--- src/rtl/ahbw_pkg.sv ---
package ahbw_pkg;

   typedef enum logic [1:0] {
      TR_IDLE = 2'b00,
      TR_BUSY = 2'b01,
      TR_NSEQ = 2'b10,
      TR_SEQ  = 2'b11
   } trans_e;

   localparam int unsigned NRULE   = 3;
   localparam int unsigned RULE_TY = 0;
   localparam int unsigned RULE_AD = 1;
   localparam int unsigned RULE_SQ = 2;

   function automatic logic burst_is_fixed(input logic [2:0] kind);
      return kind[2] | kind[1];
   endfunction

endpackage

--- src/rtl/ahbw_history.sv ---
module ahbw_history
   import ahbw_pkg::*;
#(
   parameter int unsigned ADDR_W = 32,
   parameter int unsigned CNT_W  = 2,
   parameter int unsigned CNT_MAX = 2
) (
   input  logic              clk,
   input  logic              rst_n,
   input  logic [1:0]        htrans,
   input  logic [ADDR_W-1:0] haddr,
   input  logic [2:0]        hburst,
   input  logic              hready,
   input  logic              hresp,
   input  logic              chg_counted,
   output trans_e            prev_trans,
   output logic [ADDR_W-1:0] prev_addr,
   output logic              prev_ready,
   output logic              burst_fixed,
   output logic              err_win,
   output logic [CNT_W-1:0]  chg_cnt
);

   always_ff @(posedge clk or negedge rst_n) begin
      if (!rst_n) begin
         prev_trans  <= TR_IDLE;
         prev_addr   <= '0;
         prev_ready  <= 1'b1;
      end else begin
         prev_trans  <= trans_e'(htrans);
         prev_addr   <= haddr;
         prev_ready  <= hready;
      end
   end

   // burst kind captured only at an accepted NONSEQ
   always_ff @(posedge clk or negedge rst_n) begin
      if (!rst_n) begin
         burst_fixed <= 1'b0;
      end else if (hready && (htrans == TR_NSEQ)) begin
         burst_fixed <= burst_is_fixed(hburst);
      end
   end

   // error window: opens on HRESP during a stall, closes at HREADY high
   always_ff @(posedge clk or negedge rst_n) begin
      if (!rst_n) begin
         err_win <= 1'b0;
      end else if (hready) begin
         err_win <= 1'b0;
      end else if (hresp) begin
         err_win <= 1'b1;
      end
   end

   // saturating per-stall address change counter
   always_ff @(posedge clk or negedge rst_n) begin
      if (!rst_n) begin
         chg_cnt <= '0;
      end else if (hready) begin
         chg_cnt <= '0;
      end else if (chg_counted && (chg_cnt != CNT_W'(CNT_MAX))) begin
         chg_cnt <= chg_cnt + 1'b1;
      end
   end

endmodule

--- src/rtl/ahbw_rules.sv ---
module ahbw_rules
   import ahbw_pkg::*;
#(
   parameter int unsigned ADDR_W          = 32,
   parameter int unsigned CNT_W           = 2,
   parameter int unsigned MAX_ADDR_CHG    = 1,
   parameter bit          EXEMPT_ON_ERROR = 1'b1
) (
   input  logic [1:0]        htrans,
   input  logic [ADDR_W-1:0] haddr,
   input  trans_e            prev_trans,
   input  logic [ADDR_W-1:0] prev_addr,
   input  logic              prev_ready,
   input  logic              burst_fixed,
   input  logic              err_win,
   input  logic [CNT_W-1:0]  chg_cnt,
   output logic [NRULE-1:0]  hit,
   output logic              chg_counted
);

   logic exempt;
   logic stalled;
   logic addr_moved;
   logic prev_active;
   logic type_bad;

   generate
      if (EXEMPT_ON_ERROR) begin : g_exempt
         assign exempt = err_win;
      end else begin : g_strict
         assign exempt = 1'b0;
      end
   endgenerate

   assign stalled     = !prev_ready && !exempt;
   assign addr_moved  = (haddr != prev_addr);
   assign prev_active = (prev_trans == TR_NSEQ) || (prev_trans == TR_SEQ);

   always_comb begin
      type_bad = 1'b0;
      if (stalled) begin
         unique case (prev_trans)
            TR_BUSY: type_bad = burst_fixed &&
                                (htrans != TR_BUSY) && (htrans != TR_SEQ);
            TR_NSEQ,
            TR_SEQ:  type_bad = (htrans != prev_trans);
            default: type_bad = 1'b0;
         endcase
      end
   end

   assign chg_counted = stalled && (prev_trans != TR_IDLE) && addr_moved;

   assign hit[RULE_TY] = type_bad;
   assign hit[RULE_AD] = chg_counted &&
                         (prev_active || (chg_cnt >= CNT_W'(MAX_ADDR_CHG)));
   assign hit[RULE_SQ] = (prev_trans == TR_BUSY) && (htrans == TR_SEQ) && addr_moved;

endmodule

--- src/rtl/ahbw_flags.sv ---
module ahbw_flags
   import ahbw_pkg::*;
(
   input  logic             clk,
   input  logic             rst_n,
   input  logic [NRULE-1:0] hit,
   output logic [NRULE-1:0] sticky,
   output logic             pulse
);

   generate
      for (genvar i = 0; i < NRULE; i++) begin : g_flag
         always_ff @(posedge clk or negedge rst_n) begin
            if (!rst_n) begin
               sticky[i] <= 1'b0;
            end else if (hit[i]) begin
               sticky[i] <= 1'b1;
            end
         end
      end
   endgenerate

   always_ff @(posedge clk or negedge rst_n) begin
      if (!rst_n) begin
         pulse <= 1'b0;
      end else begin
         pulse <= |hit;
      end
   end

endmodule

--- src/rtl/ahbw_wait_monitor.sv ---
module ahbw_wait_monitor
   import ahbw_pkg::*;
#(
   parameter int unsigned ADDR_W          = 32,
   parameter int unsigned MAX_ADDR_CHG    = 1,
   parameter bit          EXEMPT_ON_ERROR = 1'b1
) (
   input  logic              clk,
   input  logic              rst_n,
   input  logic [1:0]        htrans,
   input  logic [ADDR_W-1:0] haddr,
   input  logic [2:0]        hburst,
   input  logic              hready,
   input  logic              hresp,
   output logic              viol_pulse,
   output logic              flag_type,
   output logic              flag_addr,
   output logic              flag_seq
);

   localparam int unsigned CNT_MAX = MAX_ADDR_CHG + 1;
   localparam int unsigned CNT_W   = $clog2(CNT_MAX + 1);

   generate
      if (ADDR_W < 2) begin : g_bad_addr_w
         $error("ahbw_wait_monitor: ADDR_W must be at least 2");
      end
      if (MAX_ADDR_CHG < 1) begin : g_bad_max_chg
         $error("ahbw_wait_monitor: MAX_ADDR_CHG must be at least 1");
      end
   endgenerate

   trans_e              prev_trans;
   logic [ADDR_W-1:0]   prev_addr;
   logic                prev_ready;
   logic                burst_fixed;
   logic                err_win;
   logic [CNT_W-1:0]    chg_cnt;
   logic                chg_counted;
   logic [NRULE-1:0]    hit;
   logic [NRULE-1:0]    sticky;

   ahbw_history #(
      .ADDR_W (ADDR_W),
      .CNT_W  (CNT_W),
      .CNT_MAX(CNT_MAX)
   ) u_hist (
      .clk        (clk),
      .rst_n      (rst_n),
      .htrans     (htrans),
      .haddr      (haddr),
      .hburst     (hburst),
      .hready     (hready),
      .hresp      (hresp),
      .chg_counted(chg_counted),
      .prev_trans (prev_trans),
      .prev_addr  (prev_addr),
      .prev_ready (prev_ready),
      .burst_fixed(burst_fixed),
      .err_win    (err_win),
      .chg_cnt    (chg_cnt)
   );

   ahbw_rules #(
      .ADDR_W         (ADDR_W),
      .CNT_W          (CNT_W),
      .MAX_ADDR_CHG   (MAX_ADDR_CHG),
      .EXEMPT_ON_ERROR(EXEMPT_ON_ERROR)
   ) u_rules (
      .htrans     (htrans),
      .haddr      (haddr),
      .prev_trans (prev_trans),
      .prev_addr  (prev_addr),
      .prev_ready (prev_ready),
      .burst_fixed(burst_fixed),
      .err_win    (err_win),
      .chg_cnt    (chg_cnt),
      .hit        (hit),
      .chg_counted(chg_counted)
   );

   ahbw_flags u_flags (
      .clk   (clk),
      .rst_n (rst_n),
      .hit   (hit),
      .sticky(sticky),
      .pulse (viol_pulse)
   );

   assign flag_type = sticky[RULE_TY];
   assign flag_addr = sticky[RULE_AD];
   assign flag_seq  = sticky[RULE_SQ];

endmodule

--- config.mk ---
export PLATFORM = sky130hd
export DESIGN_NAME = ahbw_wait_monitor
export DESIGN_NICKNAME = d
export VERILOG_FILES = /design/src/rtl/ahbw_pkg.sv /design/src/rtl/ahbw_history.sv /design/src/rtl/ahbw_rules.sv /design/src/rtl/ahbw_flags.sv /design/src/rtl/ahbw_wait_monitor.sv
export SDC_FILE = /design/constraint.sdc
export NUM_CORES = 1
export LEC_CHECK = 0
export CORE_AREA = 10 10 81 69
export CTS_CLUSTER_SIZE = 30
export DETAILED_ROUTE_END_ITERATION = 8
export DIE_AREA = 0 0 91 79
export PLACE_DENSITY = 0.71
export RECOVER_POWER = 100
export SETUP_SLACK_MARGIN = 0.05
export SKIP_CTS_REPAIR_TIMING = 1
export SYNTH_ARGS = -nofsm -noshare
export SYNTH_HDL_FRONTEND = slang
export SYNTH_HIERARCHICAL = 1
export SYNTH_SLANG_ARGS = --single-unit
--- constraint.sdc ---
create_clock -name clk -period 1.55 [get_ports clk]
set_input_delay 0.155 -clock clk [delete_from_list [all_inputs] [get_ports clk]]
set_output_delay 0.155 -clock clk [all_outputs]
set_load 0.02 [all_outputs]
# Word-level counts from Yosys, hierarchy flattened
# Cells that the tools add are included.
# totals
register_bits	43
latch_bits	0
ramBits	0
mem_bits_ro	0
inputBits	41
out_inout_bits	4
n_memories	0
# op_classes
add_sub_neg	1
n_mul	0
n_div	0
magnitude_cmp	1
n_eq_ne	10
shifts	0
muxes	6
n_bitwise	1
n_reduce_logical	19
# ops
op	n
$ne A32 B32 Y1	1
$logic_and A1 B1 Y1	10
$eq A2 B2 Y1 const B	4
$reduce_bool A2 Y1	3
$mux W2	2
$ne A2 B2 Y1 const B	2
$mux W1	3
$reduce_or A3 Y1	1
$add A2 B1 Y2 const B	1
$eq A2 B1 Y1 const B	1
$ge A2 B1 Y1 const B	1
$logic_not A1 Y1	2
$logic_or A1 B1 Y1	2
$ne A2 B1 Y1 const B	1
$ne A2 B2 Y1	1
$pmux W1 S2	1
$reduce_or A2 Y1	1
$or A1 B1 Y1	1

# Depth between registers and ports, before layout
# Gate-level depths: netlist of the first run.
# depth
word_depth	7
mapped_depth	7

# Hierarchy
# Netlist of the first run, hierarchy kept.
# by_module_without_submodules
module	n_inst	cells_per_inst	area_each_um2	seq_area_each_um2
ahbw_history	1	53	1064.8	977.2
ahbw_rules	1	56	422.9	0.0
ahbw_flags	1	8	125.1	100.1

# Least setup slack after synthesis of the first run
# Ideal clock, no wire load.
# synth_path
path_type	reg-to-reg
startpoint	reg u_hist.prev_addr[19]
endpoint	reg u_flags.pulse
setup_ns	0.131
t_arrival_ns	1.466
t_required_ns	1.419
setup_slack_ns	-0.047
stages_incl_launch_ff	6
period_less_slack_ns	1.597
path_cell_list	dfrtp_1 xnor2_1 nand4_1 nor4_1 a21oi_1 or3_1
# synth_via
elab_chain_cells	4
elab_cells_between_ends	5
# synth_rtl
element	line	source
from (decl)	ahbw_history.sv:17	output logic [ADDR_W-1:0] prev_addr,
from (signal assigned)	ahbw_history.sv:31	prev_addr <= haddr;
$ne A32 B32 Y1	ahbw_rules.sv:36	assign addr_moved = (haddr != prev_addr);
$logic_and A1 B1 Y1	ahbw_rules.sv:52	assign chg_counted = stalled && (prev_trans != TR_IDLE) && addr_moved;
$logic_and A1 B1 Y1	ahbw_rules.sv:55	assign hit[RULE_AD] = chg_counted &&
named net hit[1]	ahbw_wait_monitor.sv:40	logic [NRULE-1:0] hit;
$reduce_or A3 Y1	ahbw_flags.sv:27	pulse <= |hit;
to (signal assigned)	ahbw_flags.sv:27	
to (decl)	ahbw_flags.sv:8	output logic pulse
# The timed path passes the listed nets, and every way through them passes these cells.
# A chain may end at the register's enable or synchronous reset.

# Final worst setup path of the first run
# layout_path
startpoint	in haddr[4]
endpoint	reg u_hist.chg_cnt[1]
# layout_via
elab_chain_cells	4
# layout_rtl
element	line	source
from (decl)	ahbw_wait_monitor.sv:11	input logic [ADDR_W-1:0] haddr,
$ne A32 B32 Y1	ahbw_rules.sv:36	
$logic_and A1 B1 Y1	ahbw_rules.sv:52	
named net chg_counted	ahbw_wait_monitor.sv:39	logic chg_counted;
$logic_and A1 B1 Y1	ahbw_history.sv:62	end else if (chg_counted && (chg_cnt != CNT_W'(CNT_MAX))) begin
$reduce_bool A2 Y1 (no line)	--	
to (signal assigned)	ahbw_history.sv:63	chg_cnt <= chg_cnt + 1'b1;
to (decl)	ahbw_history.sv:21	output logic [CNT_W-1:0] chg_cnt
# The timed path passes the listed nets, and every way through them passes these cells.

==> impl_results.md, run 1 <==
- Placed cell count: approximately 220
- Critical Path Start: haddr[4]
- Tmin final: 1746 ps
- Placer Congestion: ~0.70
- Reg clk slew, reported paths: 70 ps
- NumNets Final: around 210
- Filler cells: roughly 380
- Via count: 1,017
- Final setup violation count: 5
- Vias in the first global route: 1,204
- Crit Path Class: in -> reg
- Initial Util: between 30% and 40%
- Final Hold Viols: 0
- Crit path capture type: flop
- DRC violations left: 0
- Worst-path fanout max: 3
- Global-route wire length before repair: between 6000 and 7000 µm
- Synthesized cell area: roughly 1600 µm²
- Detailed-route wire length: about 3400 µm
- Gate count of the mapped netlist: around 120
- Headroom to the max-slew limit: between 80% and 90%
- HP Class: in -> async
- Grt total ovfl: 0
- Design Area, Final: between 2000 and 2500 µm²
- Maximum clock rate: between 500 and 600 MHz
- Crit path required time: roughly 1700 ps
- Arrival time at the worst endpoint: 1910 ps
- CTS tree: done
- Worst-Margin Slew: roughly 270 ps
- Overall Global Routing Usage: 10.35%
- Maxcap violations: 0
- Die Ht: roughly 79 µm
- Clock Latency Late Sink: about 280 ps
- Netlist cell types: 22
- R2R Setup Slk: -130 ps
- Setup TNS: -763.4 ps
- CTS Buf Count: 5
- DRT iter0 DRCs: 13
- Syn_area_per_cell: about 14 µm²
- Die Span X: about 90 µm
- CTS root buf: clkbuf_8
- RSZ-0062 raised after global routing: yes
- DIE AREA: between 7000 and 8000 µm²
- Top Ports: 45
- Pwr/cell area: 953.4 nW/µm²
- Deepest clock path buffer count: 2
- Final Non-Filler Cells: 230
- Initial antenna violation count: 0
- Largest net degree at the start of global routing: 17
- Outcome: complete, but fails checks
- Cells on worst reg2reg path: 7
- Area of the core: around 4000 µm²
- Post-synthesis sequential area ratio: 66.80%
- Max VDD drop: 0.0005668 V
- Layout cells sized above 1: between 10% and 20%
- FF-to-FF End: u_hist/chg_cnt[1]$_DFFE_PN0P_
- Syn_nets: 159
- Vias/cell: 4.422
- Critical path startpoint category: input pin
- Detailed Place HPWL: roughly 2800 µm
- Cell Area, Placed: between 2000 and 2500 µm²
- Synth warn: 6
- LEAKAGE: roughly 0.9 nW
- Final ANT Viol Nets: 0
- Area occupied by multi-input gates: 545.5 µm²
- WL/cell: ~15 µm
- # diodes: 0
- Final Cycle Share: 112.6%
- Reg area: between 1000 and 1500 µm²
- Slew Viols, Final: 0
- Failing checks: negative setup slack
- Setup Skew: 4.541 ps
- P&R area growth vs syn: 40.11%
- Input/output buffers: between 40 and 50
- Post-Place Worst Slack: -448.4 ps
- RR Startpoint: u_hist/prev_addr[10]$_DFF_PN0_
- Num rows: 21
- Clock Sinks: 43
- Synth Register Bits: 43
- H-Tree Level Count: 2
- Router iterations before antenna repair: 4
- Min Hold Slack: roughly 290 ps
- Final WS setup: -195.6 ps
## how the worst max path moves through the flow
| stage | to | cells after the start |
|---|---|---|
| global placement | u_flags/pulse$_DFF_PN0_ | 6 |
| floorplan | u_flags/pulse$_DFF_PN0_ | 5 |
| finish | u_hist/chg_cnt[1]$_DFFE_PN0P_ | 9 |
| detailed placement | u_hist/chg_cnt[1]$_DFFE_PN0P_ | 8 |
| global route | u_hist/chg_cnt[1]$_DFFE_PN0P_ | 7 |
| CTS | u_hist/chg_cnt[1]$_DFFE_PN0P_ | 7 |
## cell families after synthesis
| family | count (synthesis) | share of synthesized area, % |
|---|---|---|
| flops | 43 | 66.80 |
| xor+xnor | 33 | 17.92 |
| simple gates | 25 | 9.155 |
| compound gates | 10 | 3.569 |
| buf+inv | 4 | 1.164 |
| mux | 1 | 0.6207 |
| fa+ha+maj | 1 | 0.7757 |
## sequential cells by signal (all words and copies together), names as in the netlist
register	flops
u_flags/pulse	1
u_flags/sticky	3
u_hist/burst_fixed	1
u_hist/chg_cnt	2
u_hist/err_win	1
u_hist/prev_addr	32
u_hist/prev_ready	1
u_hist/prev_trans	2
## layout by cell type (no fill, tap or decap), types with 3 or more instances in the layout
cell type,count
buf_4,5
xnor2_1,32
clkdlybuf4s50_1,18
inv_1,3
nand4_1,8
o21ai_0,4
dlygate4sd3_1,25
dfrtp_1,42
a21oi_1,3
clkbuf_8,5
nor2_1,6
## Yosys cell counts
library cell  number  share of area [%]
a21oi_1            3               0.93
a21boi_0           1               0.47
o21ai_0            4                1.2
or2_2              1               0.39
nor2b_4            1               0.85
nand3b_1           1               0.47
nor2_1             6                1.4
nand4_1            8                3.1
nand2_1            2               0.47
nand4b_1           1               0.54
buf_4              1               0.47
dfstp_2            1                1.6
or3_1              1               0.39
nor4_1             2               0.78
o211ai_1           1               0.47
ha_1               1               0.78
xnor2_1           33                 18
mux2i_1            1               0.62
dfrtp_1           42                 65
or2_1              2               0.78
inv_1              3               0.70
o21a_1             1               0.47
## layout make-up
class                      instances  area share [%]
timing repair buffer              49           20.93
inverter                           3          0.4983
multi-input combinational         70           24.14
clock inverter                     1          0.2215
clock buffer                       7           3.378
sequential                        43           47.67
tap                               57           3.156
## power by group
part | switching, mW | internal [mW] | leakage, nW | total (mW)
sequential | 0.0329 | 1.18 | 0.497 | 1.22
combinational | 0.119 | 0.170 | 0.372 | 0.290
clock | 0.332 | 0.316 | 0.0422 | 0.648
## per-stage QoR
stage          power (mW)  util [%]
4_1_cts             2.193     55.19
6_report            2.154     55.84
3_3_place_gp        1.522     53.18
5_1_grt             2.286     55.84
3_5_place_dp        1.537     53.18
2_1_floorplan       1.356         -
## worst max-delay path: stages
cell           delay [ps]
dlygate4sd3_1         570
xnor2_1               160
nand4_1               130
nor4_2                320
buf_4                 170
a21oi_1                50
nor2b_4               140
mux2i_1               170
nor2_1                 60
## layer usage
metal | GRT usage, % | share of wire, %
met5 | 0 | 0
met4 | 4.688 | 1.1
met3 | 2.726 | 4.1
met2 | 17.07 | 49
met1 | 12.50 | 45
(Power assumes the default switching activity.)
==> inputs of run 2 (changes only) <==
--- a/config.mk
+++ b/config.mk
@@ -6,6 +6,7 @@
 export NUM_CORES = 1
 export LEC_CHECK = 0
 export CORE_AREA = 10 10 81 69
+export CTS_CLUSTER_DIAMETER = 120
 export CTS_CLUSTER_SIZE = 30
 export DETAILED_ROUTE_END_ITERATION = 8
 export DIE_AREA = 0 0 91 79
==> results of run 2 <==
Same layout as run 1: the final DEF is identical, and so are final timing and power.
==> inputs of run 3 (changes only) <==
--- a/config.mk
+++ b/config.mk
@@ -5,12 +5,13 @@
 export SDC_FILE = /design/constraint.sdc
 export NUM_CORES = 1
 export LEC_CHECK = 0
-export CORE_AREA = 10 10 81 69
+export CORE_AREA = 10 10 79 68
+export CTS_BUF_LIST = sky130_fd_sc_hd__clkbuf_4
 export CTS_CLUSTER_DIAMETER = 120
 export CTS_CLUSTER_SIZE = 30
 export DETAILED_ROUTE_END_ITERATION = 8
-export DIE_AREA = 0 0 91 79
-export PLACE_DENSITY = 0.71
+export DIE_AREA = 0 0 89 78
+export PLACE_DENSITY_LB_ADDON = 0.3
 export RECOVER_POWER = 100
 export SETUP_SLACK_MARGIN = 0.05
 export SKIP_CTS_REPAIR_TIMING = 1
==> run 3 against run 2 <==
  * The flow still finishes with violations (negative setup slack)
  * Critical path type is now reg -> reg
  * Die area is 3.4% lower
  * Via count is 1.4% lower
  * Sequential share of layout area is 1.8 points higher
  * Routed wire length is 6.4% lower
  * Largest power group unchanged
  * Fmax is 5.6% higher
  * Final area is 3.7% lower
  * Final cell count is 5.7% lower
  * Global-route usage is 0.33 points lower
  * Largest cell class unchanged
  * Sequential power hardly changed
  * Utilization is 0.27 points lower
  * Power is 5.7% lower
  * Worst hold slack better by 40 ps
==> impl_results.md, run 3 (synthesis results as in run 1) <==
- Headroom to the max-slew limit: 29.98% (-52 points)
- Reg clk slew, reported paths: 120 ps (+50 ps)
- Arrival time at the worst endpoint: 1880 ps (-30 ps)
- Critical path's largest stage delay: 400 ps (-170 ps)
- Final WS setup: -102.5 ps (+93.11 ps)
- Pwr/cell area: 933.4 nW/µm² (-2.1%)
- CTS root buf: clkbuf_4
- Hold EP: u_hist/prev_ready$_DFF_PN1_
- Clock Latency Late Sink: 340 ps (+60 ps)
- Critical path startpoint category: flop
- FF-to-FF End: u_flags/pulse$_DFF_PN0_
- H-Tree Level Count: 2 (unchanged)
- Clock Sinks: 43 (unchanged)
- Tmin final: 1652 ps (-93.11 ps)
- Initial antenna violation count: 0 (unchanged)
- Tot Pwr: 2.031 mW (-5.7%)
- RSZ-0062 raised after global routing: yes
- Router iterations before antenna repair: 3 (-1)
- DRT iter0 DRCs: 29 (+16)
- Max VDD drop: 0.0003410 V (-40%)
- Post-Place Worst Slack: -408.5 ps (+39.93 ps)
- Outcome: complete, but fails checks
- Crit Path Class: reg -> reg
- WHS Path Cells: 1
- Largest net degree at the start of global routing: 44 (+27)
- Deepest clock path buffer count: 2 (unchanged)
- Slew Viols, Final: 0 (unchanged)
- R2R Setup Slk: -100 ps (+30 ps)
- P&R area growth vs syn: 34.91%
- Worst-path fanout max: 3 (unchanged)
- # diodes: 0 (unchanged)
- NumNets Final: 212 (-0.93%)
- Via count: 1,003 (-1.4%)
- Setup TNS: -300.4 ps (+463.0 ps)
- Reg with most FFs: u_hist/prev_addr
- Area of the core: 3915 µm² (-3.2%)
- Setup Skew: 10.49 ps (+5.948 ps)
- Cells on worst reg2reg path: 6 (-1)
- Global-route wire length before repair: 5333 µm (-11%)
- Top Registers: u_hist/prev_addr: 32 flops, u_flags/sticky: 3 flops
- Grt total ovfl: 0 (unchanged)
- Vias/cell: 4.622 (+4.5%)
- Placer Congestion: 0.7011 (+0.31%)
- Layout cells sized above 1: 10.53% (+0.12 points)
- Final Cycle Share: 106.6% (-6.0 points)
- Die Span X: 89 µm (-2.2%)
- Maxcap violations: 0 (unchanged)
- Maximum clock rate: 605.1 MHz (+5.6%)
- Failing checks: negative setup slack
- Most frequent cells in the layout: dfrtp_1, dlygate4sd3_1, xnor2_1, nand4_1, clkbuf_4
- Crit path capture type: flop
- HP Class: in -> reg
- Final Hold Viols: 0 (unchanged)
- DRC violations left: 0 (unchanged)
- Final ANT Viol Nets: 0 (unchanged)
- WL/cell: 14.59 µm (-0.75%)
- Worst-Margin Slew: 1050 ps (+778.1 ps)
- Commonest non-fill, non-tap cell in the layout: dfrtp_1
- Die Ht: 78 µm (-1.3%)
- Detailed-route wire length: 3165 µm (-6.4%)
- RR Startpoint: u_hist/prev_addr[10]$_DFF_PN0_
- DIE AREA: 6942 µm² (-3.4%)
- Initial Util: 41.20% (+1.3 points)
- Crit path required time: 1770 ps (+50 ps)
- CTS Buf Count: 5 (unchanged)
- Vias in the first global route: 1,142 (-5.1%)
- Max reg flops: 32 (unchanged)
- CTS tree: done
- CP cell instances: xnor2_1 > nand4_1 > nor4_2 > buf_4 > a21oi_2 > or3_1
- Final setup violation count: 4 (-1)
- LEAKAGE: 0.8794 nW (-3.5%)
- Num rows: 21 (unchanged)
- Top Ports: 45 (unchanged)
- Hold wc startpoint: hready
- Detailed Place HPWL: 2466 µm (-11%)
- Slowest cell on the critical path: dfrtp_1
- Input/output buffers: 43 (unchanged)
- Overall Global Routing Usage: 10.02% (-0.33 points)
==> run 3: power breakdown <==
group          internal [mW]  switching, mW  leakage [nW]  total [mW]
logic                  0.154          0.113         0.346       0.268
registers               1.18         0.0319         0.497        1.22
clock network          0.212          0.336        0.0361       0.548
total                   1.55          0.481         0.879        2.03
==> run 3: worst max path at each step <==
stage               cells past startpoint                             to                           start
global placement                        7        u_flags/pulse$_DFF_PN0_                       haddr[23]
floorplan                               5        u_flags/pulse$_DFF_PN0_  u_hist/prev_addr[16]$_DFF_PN0_
finish                                  6        u_flags/pulse$_DFF_PN0_  u_hist/prev_addr[10]$_DFF_PN0_
detailed placement                      6        u_flags/pulse$_DFF_PN0_                       haddr[12]
CTS                                     5        u_flags/pulse$_DFF_PN0_  u_hist/prev_addr[28]$_DFF_PN0_
global route                            7  u_hist/chg_cnt[1]$_DFFE_PN0P_  u_hist/prev_addr[11]$_DFF_PN0_
==> run 3: layer usage <==
metal | global-route usage (%) | vias to the layer above | share of wire (%)
met5 | 0 | - | 0
met1 | 12.09 | 476 | 46
met4 | 3.810 | 0 | 1.2
met3 | 4.697 | 4 | 7.8
li1 | - | 493 | -
met2 | 15.19 | 30 | 45
==> run 3: metrics by stage <==
step                      instances  hold WS [ps]  utilization (%)  area (µm²)
after floorplan                 117        -140.6                -        1625
after global placement          208         246.6            54.23        2123
after detailed placement        208         255.5            54.23        2123
after CTS                       216        -130.0            55.70        2181
after global routing            217         325.6            55.58        2176
final                           217         327.1            55.58        2176
==> run 3: critical path, delay by kind of cell, from the launching register on <==
family	cells	cell delay (ps)
xor+xnor	1	160
compound gates	1	50
flops	1	400
simple gates	3	750
buf+inv	1	170
==> run 3: cell type report <==
| cell class | instances | area [µm²] |
|---|---|---|
| timing repair buffer | 47 | 430.4 |
| multi-input combinational | 70 | 541.8 |
| clock buffer | 7 | 52.55 |
| inverter | 3 | 11.26 |
| tap | 46 | 57.56 |
| sequential | 43 | 1077 |
| clock inverter | 1 | 5.005 |
| fill | 320 | 1739 |
